===== src/rtl/vat_pkg.sv =====
package vat_pkg;

  typedef enum logic [3:0] {
    RS_NONE, RS_VIEW, RS_CTLA, RS_CTLB, RS_BLO, RS_BHI, RS_LIM, RS_TLO, RS_THI
  } vat_reg_e;

  function automatic vat_reg_e vat_decode(input logic [11:0] a);
    case (a)
      12'h900: return RS_VIEW;
      12'h904: return RS_CTLA;
      12'h908: return RS_CTLB;
      12'h90C: return RS_BLO;
      12'h910: return RS_BHI;
      12'h914: return RS_LIM;
      12'h918: return RS_TLO;
      12'h91C: return RS_THI;
      default: return RS_NONE;
    endcase
  endfunction

endpackage


===== src/rtl/vat_window.sv =====
module vat_window
  import vat_pkg::*;
#(
  parameter bit IS_OUT    = 1'b1,
  parameter bit EN_AT_RST = 1'b0
) (
  input  logic        clk,
  input  logic        rst_n,
  input  logic        wr_en,
  input  vat_reg_e    wr_sel,
  input  logic [31:0] wr_data,
  output logic [63:0] base_q,
  output logic [31:0] limit_q,
  output logic [63:0] target_q,
  output logic [31:0] ctla_q,
  output logic [31:0] ctlb_q,
  output logic [63:0] act_base_q,
  output logic [63:0] act_target_q,
  output logic        act_cfg_q,
  input  logic [63:0] probe,
  output logic        match
);

  logic [63:0] base_d, target_d, act_base_d, act_target_d, act_end_d, act_end_q;
  logic [31:0] limit_d, ctla_d, ctlb_d;
  logic        act_cfg_d, act_en_d, act_en_q, commit;

  always_comb begin
    base_d   = base_q;
    limit_d  = limit_q;
    target_d = target_q;
    ctla_d   = ctla_q;
    ctlb_d   = ctlb_q;
    commit   = 1'b0;
    if (wr_en) begin
      case (wr_sel)
        RS_CTLA: ctla_d = wr_data;
        RS_CTLB: begin ctlb_d = wr_data; commit = 1'b1; end
        RS_BLO:  base_d[31:0]    = wr_data;
        RS_BHI:  base_d[63:32]   = wr_data;
        RS_LIM:  limit_d         = wr_data;
        RS_TLO:  target_d[31:0]  = wr_data;
        RS_THI:  target_d[63:32] = wr_data;
        default: ;
      endcase
    end
    act_base_d   = base_q;
    act_end_d    = {base_q[63:32], limit_q};
    act_target_d = target_q;
    act_cfg_d    = (ctla_q != 32'd0);
    act_en_d     = wr_data[31];
  end

  always_ff @(posedge clk or negedge rst_n) begin
    if (!rst_n) begin
      base_q   <= '0;
      limit_q  <= 32'hFFFF_FFFF;
      target_q <= '0;
      ctla_q   <= '0;
      ctlb_q   <= {EN_AT_RST, 31'd0};
    end else if (wr_en) begin
      base_q   <= base_d;
      limit_q  <= limit_d;
      target_q <= target_d;
      ctla_q   <= ctla_d;
      ctlb_q   <= ctlb_d;
    end
  end

  always_ff @(posedge clk or negedge rst_n) begin
    if (!rst_n) begin
      act_base_q   <= '0;
      act_end_q    <= 64'h0000_0000_FFFF_FFFF;
      act_target_q <= '0;
      act_cfg_q    <= 1'b0;
      act_en_q     <= EN_AT_RST;
    end else if (commit) begin
      act_base_q   <= act_base_d;
      act_end_q    <= act_end_d;
      act_target_q <= act_target_d;
      act_cfg_q    <= act_cfg_d;
      act_en_q     <= act_en_d;
    end
  end

  assign match = IS_OUT && act_en_q && (probe >= act_base_q) && (probe <= act_end_q);

  assert_stage_only_R4: assert property (@(posedge clk) disable iff (!rst_n)
    (wr_en && wr_sel != RS_CTLB) |=> ($stable(act_base_q) && $stable(act_end_q)
                                      && $stable(act_target_q) && $stable(act_en_q)));

  assert_enable_commit_R5: assert property (@(posedge clk) disable iff (!rst_n)
    (wr_en && wr_sel == RS_CTLB) |=> (act_en_q == $past(wr_data[31])));

  assert_inbound_quiet_R10: assert property (@(posedge clk) disable iff (!rst_n)
    !IS_OUT |-> !match);

endmodule


===== src/rtl/vat_pick.sv =====
module vat_pick #(
  parameter int M  = 8,
  localparam int IW = $clog2(M)
) (
  input  logic          clk,
  input  logic          rst_n,
  input  logic [M-1:0]  hit,
  output logic [M-1:0]  grant,
  output logic [IW-1:0] idx,
  output logic          any
);

  always_comb begin
    idx = '0;
    for (int i = M - 1; i >= 0; i--) begin
      if (hit[i]) idx = IW'(i);
    end
    any   = |hit;
    grant = any ? (M'(1) << idx) : '0;
  end

  assert_onehot_grant_R9: assert property (@(posedge clk) disable iff (!rst_n)
    $onehot0(grant) && ((grant & ~hit) == '0));

  assert_lowest_wins_R9: assert property (@(posedge clk) disable iff (!rst_n)
    any |-> (((grant - M'(1)) & hit) == '0));

endmodule


===== src/rtl/vat_xlate.sv =====
module vat_xlate
  import vat_pkg::*;
#(
  parameter int NWIN = 4,
  localparam int M  = 2 * NWIN,
  localparam int IW = $clog2(M)
) (
  input  logic          clk,
  input  logic          rst_n,
  input  logic          reg_we,
  input  logic [11:0]   reg_addr,
  input  logic [31:0]   reg_wdata,
  output logic [31:0]   reg_rdata,
  input  logic [63:0]   xl_addr,
  output logic          xl_hit,
  output logic          xl_cfg,
  output logic [63:0]   xl_addr_out,
  output logic [7:0]    xl_bus,
  output logic [7:0]    xl_devfn,
  output logic [IW-1:0] xl_win
);

  localparam int VW = $clog2(NWIN);
  localparam logic [31:0] VP_MASK = 32'h8000_0000 | 32'(NWIN - 1);

  vat_reg_e    reg_sel;
  logic [31:0] vp_q, vp_d;
  logic [IW-1:0] cur;

  logic [63:0] w_base [M];
  logic [31:0] w_lim  [M];
  logic [63:0] w_tgt  [M];
  logic [31:0] w_ca   [M];
  logic [31:0] w_cb   [M];
  logic [63:0] w_abase[M];
  logic [63:0] w_atgt [M];
  logic [M-1:0] w_acfg;
  logic [M-1:0] w_hit;
  logic [M-1:0] grant;
  logic [IW-1:0] pick;
  logic          any;
  logic [63:0]   off;

  assign reg_sel = vat_decode(reg_addr);
  assign cur     = {vp_q[31], vp_q[VW-1:0]};

  always_comb begin
    vp_d = vp_q;
    if (reg_we && reg_sel == RS_VIEW) vp_d = reg_wdata & VP_MASK;
  end

  always_ff @(posedge clk or negedge rst_n) begin
    if (!rst_n)                        vp_q <= '0;
    else if (reg_we && reg_sel == RS_VIEW) vp_q <= vp_d;
  end

  for (genvar w = 0; w < M; w++) begin : g_win
    vat_window #(
      .IS_OUT   (w < NWIN),
      .EN_AT_RST(w == NWIN)
    ) win_i (
      .clk         (clk),
      .rst_n       (rst_n),
      .wr_en       (reg_we && (cur == IW'(w))),
      .wr_sel      (reg_sel),
      .wr_data     (reg_wdata),
      .base_q      (w_base[w]),
      .limit_q     (w_lim[w]),
      .target_q    (w_tgt[w]),
      .ctla_q      (w_ca[w]),
      .ctlb_q      (w_cb[w]),
      .act_base_q  (w_abase[w]),
      .act_target_q(w_atgt[w]),
      .act_cfg_q   (w_acfg[w]),
      .probe       (xl_addr),
      .match       (w_hit[w])
    );
  end

  always_comb begin
    case (reg_sel)
      RS_VIEW: reg_rdata = vp_q;
      RS_CTLA: reg_rdata = w_ca[cur];
      RS_CTLB: reg_rdata = w_cb[cur];
      RS_BLO:  reg_rdata = w_base[cur][31:0];
      RS_BHI:  reg_rdata = w_base[cur][63:32];
      RS_LIM:  reg_rdata = w_lim[cur];
      RS_TLO:  reg_rdata = w_tgt[cur][31:0];
      RS_THI:  reg_rdata = w_tgt[cur][63:32];
      default: reg_rdata = '0;
    endcase
  end

  vat_pick #(.M(M)) pick_i (
    .clk  (clk),
    .rst_n(rst_n),
    .hit  (w_hit),
    .grant(grant),
    .idx  (pick),
    .any  (any)
  );

  always_comb begin
    off      = xl_addr - w_abase[pick];
    xl_hit   = any;
    xl_cfg   = any && w_acfg[pick];
    xl_win   = pick;
    xl_bus   = xl_cfg ? w_atgt[pick][31:24] : 8'd0;
    xl_devfn = xl_cfg ? w_atgt[pick][23:16] : 8'd0;
    if (!any)        xl_addr_out = xl_addr;
    else if (xl_cfg) xl_addr_out = {52'd0, off[11:0]};
    else             xl_addr_out = w_atgt[pick] + off;
  end

  assert_view_mask_R1: assert property (@(posedge clk) disable iff (!rst_n)
    (reg_we && reg_sel == RS_VIEW) |=> (vp_q == ($past(reg_wdata) & VP_MASK)));

  assert_miss_pass_R8: assert property (@(posedge clk) disable iff (!rst_n)
    !xl_hit |-> (xl_addr_out == xl_addr && !xl_cfg));

  assert_cfg_needs_hit_R7: assert property (@(posedge clk) disable iff (!rst_n)
    xl_cfg |-> (xl_hit && xl_addr_out[63:12] == '0));

endmodule


===== config.mk =====
export PLATFORM = sky130hd
export DESIGN_NAME = vat_xlate
export DESIGN_NICKNAME = d
export VERILOG_FILES = /design/src/rtl/vat_pkg.sv /design/src/rtl/vat_window.sv /design/src/rtl/vat_pick.sv /design/src/rtl/vat_xlate.sv
export SDC_FILE = /design/constraint.sdc
export NUM_CORES = 2
export LEC_CHECK = 0
export BUFFER_PORTS_ARGS = -buffer_cell sky130_fd_sc_hd__buf_4
export CAP_MARGIN = 20
export CORE_MARGIN = 3
export CORE_UTILIZATION = 40
export DETAILED_ROUTE_END_ITERATION = 16
export SLEW_MARGIN = 10
export SYNTH_ARGS = -nofsm -noshare
export SYNTH_HDL_FRONTEND = slang
export SYNTH_SLANG_ARGS = --single-unit

===== constraint.sdc =====
create_clock -name clk -period 19.3 [get_ports clk]
set_input_delay 0.965 -clock clk [delete_from_list [all_inputs] [get_ports clk]]
set_output_delay 0.965 -clock clk [all_outputs]
set_load 0.05 [all_outputs]

==> results by group <==
Timing
  • Setup total negative slack: 0 ps
  • Fin. Hold Viols: 0
  • Max_slew headroom: a little under a fifth
  • RSZ-0062 raised after global routing: false
  • Fin. max-slew vios: 0
  • Finish-stage setup viols: 0
  • Tightest Pin Transition: 1218 ps
  • Final min period: 14660 ps
  • Peak Freq: 0.06821 GHz
  • Clock skew: 54.28 ps
  • Final cycle utilization of the critical path: 75.96%
  • Worst setup margin: 4640 ps

Floorplanning
  • Die X: 565.7 um
  • Die ar.: around 0.32 mm^2
  • Starting Density: 40.38%
  • # rows: 204
  • Die H: between 500 and 600 um
  • Core area: 0.3104 mm^2
  • IO Pins: 228

Clock network
  • PostCTS Resize Cnt: 0
  • Post-CTS Setup Inserts: 0
  • CTS max path bufs: 4
  • H-tree depth: 5
  • Hold-fix buffers, CTS: 0
  • Cts bufs inserted: 272
  • CTS Sinks: about 2400
  • CTS root buffer: clkbuf_16
  • Clk slew on worst S/H paths: around 50 ps
  • Clk_lat worst skew: 860 ps
  • CTS tree: built

Global routing
  • Vias in the first global route: 84960
  • Gr usage total: 25.46%
  • Largest net degree at the start of global routing: 209
  • First-pass GRT wire length: roughly 600 mm
  • Grt peak-use layer: met2
  • GR Overflow Total: 0
  • Met2 Use GR: 40.01%
  • Initial antenna violation count: 63
  • Met3 Resource Use GR: 3.826%
  • Met1 Usage GRT: a little over a third

Setup path
  • FF-to-FF Start: vp_q[31]$_DFFE_PN0P_
  • Worst setup path start: g_win[2].win_i.act_end_q[29]$_DFFE_PN1P_
  • Crit path DAT: 13700 ps
  • CP endpoint kind: output port
  • R2r setup slk: 14150 ps
  • Worst path required time: ~18000 ps
  • Crit path kind: register to output port
  • R2R depth: 7
  • Most common cell on crit path: o21ai_0
  • CP max-delay cell: nor4_2
  • CP max stage delay: 910 ps
  • Worst Path Max Fanout: around 150
  • CP startpoint kind: register
  • Worst setup path endpoint: xl_addr_out[63]
  • Worst r2r dst: g_win[0].win_i.act_end_q[0]$_DFFE_PN1P_

Run status
  • Outcome: finished clean

Routing
  • Vias: 83200
  • Initial DRC Count: approximately 7000
  • Number of remaining DRC errors: 0
  • Detailed Routing Iterations Pass 1: 5
  • DR WL/cell: 29.14 um
  • Drt total wl: 412.1 mm
  • Vias per cell: between 5 and 6
  • Antenna viol nets, final: 0

Synth
  • Share of flip-flops with an asynchronous set or reset: 100.0%
  • Synthesized Nets: 10500
  • Sequential fraction of the synthesis area: 49.09%
  • Post-synth EDFFs: 0
  • Main synth FF type: dfrtp_1
  • YS warnings: 0
  • Cells after Synth: around 10000
  • Netlist cell types: 75
  • Synth area leaders: dfrtp_1 41%, mux2_2 19%, mux4_2 9.5%
  • Number of synthesized register bits: around 2400
  • Synthesized area: 0.1253 mm^2
  • Mean Syn Cell Area: roughly 13 um^2
  • Area share of the largest cell type after synthesis: 41.02%
  • Dominant cell type by area after synthesis: dfrtp_1

Power and ir drop
  • Maximum VDD drop: a little over 70 uV
  • Leak: 66.72 nW
  • Power Dens Cells: 77.43 mW/mm^2

Run
  • Max Cap Viol: 0

Placed design
  • Setup WS pre-CTS: 5088 ps
  • IO Port Bufs: around 230
  • Routability Congestion: 0.9767
  • DPL Wire Length: between 200 and 300 mm

Cells and area
  • Layout cells sized above 1: 38.40%
  • Nets: 10420
  • Commonest non-fill, non-tap cell in the layout: mux2_2
  • P&R area growth vs syn: 11.86%
  • Commonest cells after routing, fill and taps aside: 2068 x mux2_2, 2051 x dfrtp_1, 786 x nand2_1

Hold path
  • Hold crit path type: primary input to async pin
-- stage by stage --
step | util, % | cell area (um^2) | instances | power, W | hold WS, ps
after floorplan | - | 125300 | 9872 | 0.005405 | 460.7
after global placement | 42.21 | 131000 | 13640 | 0.005649 | 469.3
after detailed placement | 42.21 | 131000 | 13640 | 0.005659 | 479.9
after CTS | 45.11 | 140000 | 14120 | 0.01096 | 136.8
after global routing | 45.15 | 140100 | 14120 | 0.01119 | 156.3
final | 45.16 | 140200 | 14140 | 0.01085 | 80.93
-- worst min path at each step --
stage                                                 startpoint                                  endpoint  slack (ps)  depth (start not counted)
after floorplan            g_win[2].win_i.base_q[32]$_DFFE_PN0P_  g_win[2].win_i.act_end_q[32]$_DFFE_PN0P_         460                          2
after global placement     g_win[0].win_i.limit_q[3]$_DFFE_PN1P_   g_win[0].win_i.act_end_q[3]$_DFFE_PN1P_         470                          2
after detailed placement  g_win[2].win_i.limit_q[25]$_DFFE_PN1P_  g_win[2].win_i.act_end_q[25]$_DFFE_PN1P_         480                          2
after CTS                                                  rst_n     g_win[6].win_i.ctla_q[22]$_DFFE_PN0P_         140                          1
after global routing                                       rst_n     g_win[6].win_i.ctla_q[22]$_DFFE_PN0P_         160                          1
final                                                      rst_n     g_win[6].win_i.ctla_q[22]$_DFFE_PN0P_          80                          1
-- cells by family after synthesis --
logic type               Yosys count  synth area share, %
XOR/XNOR                         121               0.8567
other                              1             0.002992
adder cells (fa/ha/maj)          512                5.124
buffers and inverters           1144                3.454
AND/OR/NAND/NOR                 1392                4.998
flip-flops                      2439                49.09
multiplexers                    2753                29.31
AO/OA/AOI/OAI                   1510                7.170
-- cell usage after synthesis, types with 59 or more instances --
library cell / number
ha_1: 510
a21o_1: 130
inv_1: 413
xnor2_1: 73
nand3_1: 59
o21ai_0: 660
mux2_2: 2068
nor2_1: 157
buf_1: 192
dfstp_2: 385
a211oi_1: 88
mux2i_1: 159
clkbuf_1: 514
mux4_2: 526
nand4_1: 80
dfrtp_1: 2054
a21oi_1: 340
o211ai_1: 82
nand2_1: 804
nor2b_1: 98
-- sequential cells by signal, indices dropped and copies added, names as in the netlist --
register	count
g_win.win_i.act_base_q	160
g_win.win_i.act_cfg_q	4
g_win.win_i.act_en_q	4
g_win.win_i.act_end_q	224
g_win.win_i.act_target_q	256
g_win.win_i.base_q	512
g_win.win_i.ctla_q	256
g_win.win_i.ctlb_q	252
g_win.win_i.limit_q	256
g_win.win_i.target_q	512
vp_q	3
-- final cells by class --
cell class	count	area, um^2
timing repair buffer	382	3134
tap	4120	5155
clock buffer	404	8035
fill	27830	170200
antenna	22	55.05
clock inverter	74	955.9
inverter	413	1550
sequential	2439	61530
multi-input combinational	6289	59760
-- worst max-delay path, delay by kind of cell, from the launching register on --
| family | cells | cell delay [ps] |
|---|---|---|
| simple gates | 11 | 3100 |
| buf+inv | 4 | 1320 |
| flops | 1 | 520 |
| xor+xnor | 3 | 780 |
| fa+ha+maj | 3 | 1200 |
| compound gates | 19 | 5610 |
-- metal layers --
metal / routed length [um] / vias up / share of wire [%]
li1: - / 35820 / -
met5: 222 / - / 0.054
met1: 183700 / 44060 / 45
met2: 188600 / 2648 / 46
met3: 25730 / 637 / 6.2
met4: 13840 / 38 / 3.4
-- report_power, final --
group	internal, W	switching, W
combinational	0.000101	0.000343
clock	0.00314	0.00214
sequential	0.00512	0.00000254
total	0.00837	0.00249
Power figures use the tool's default switching activity.
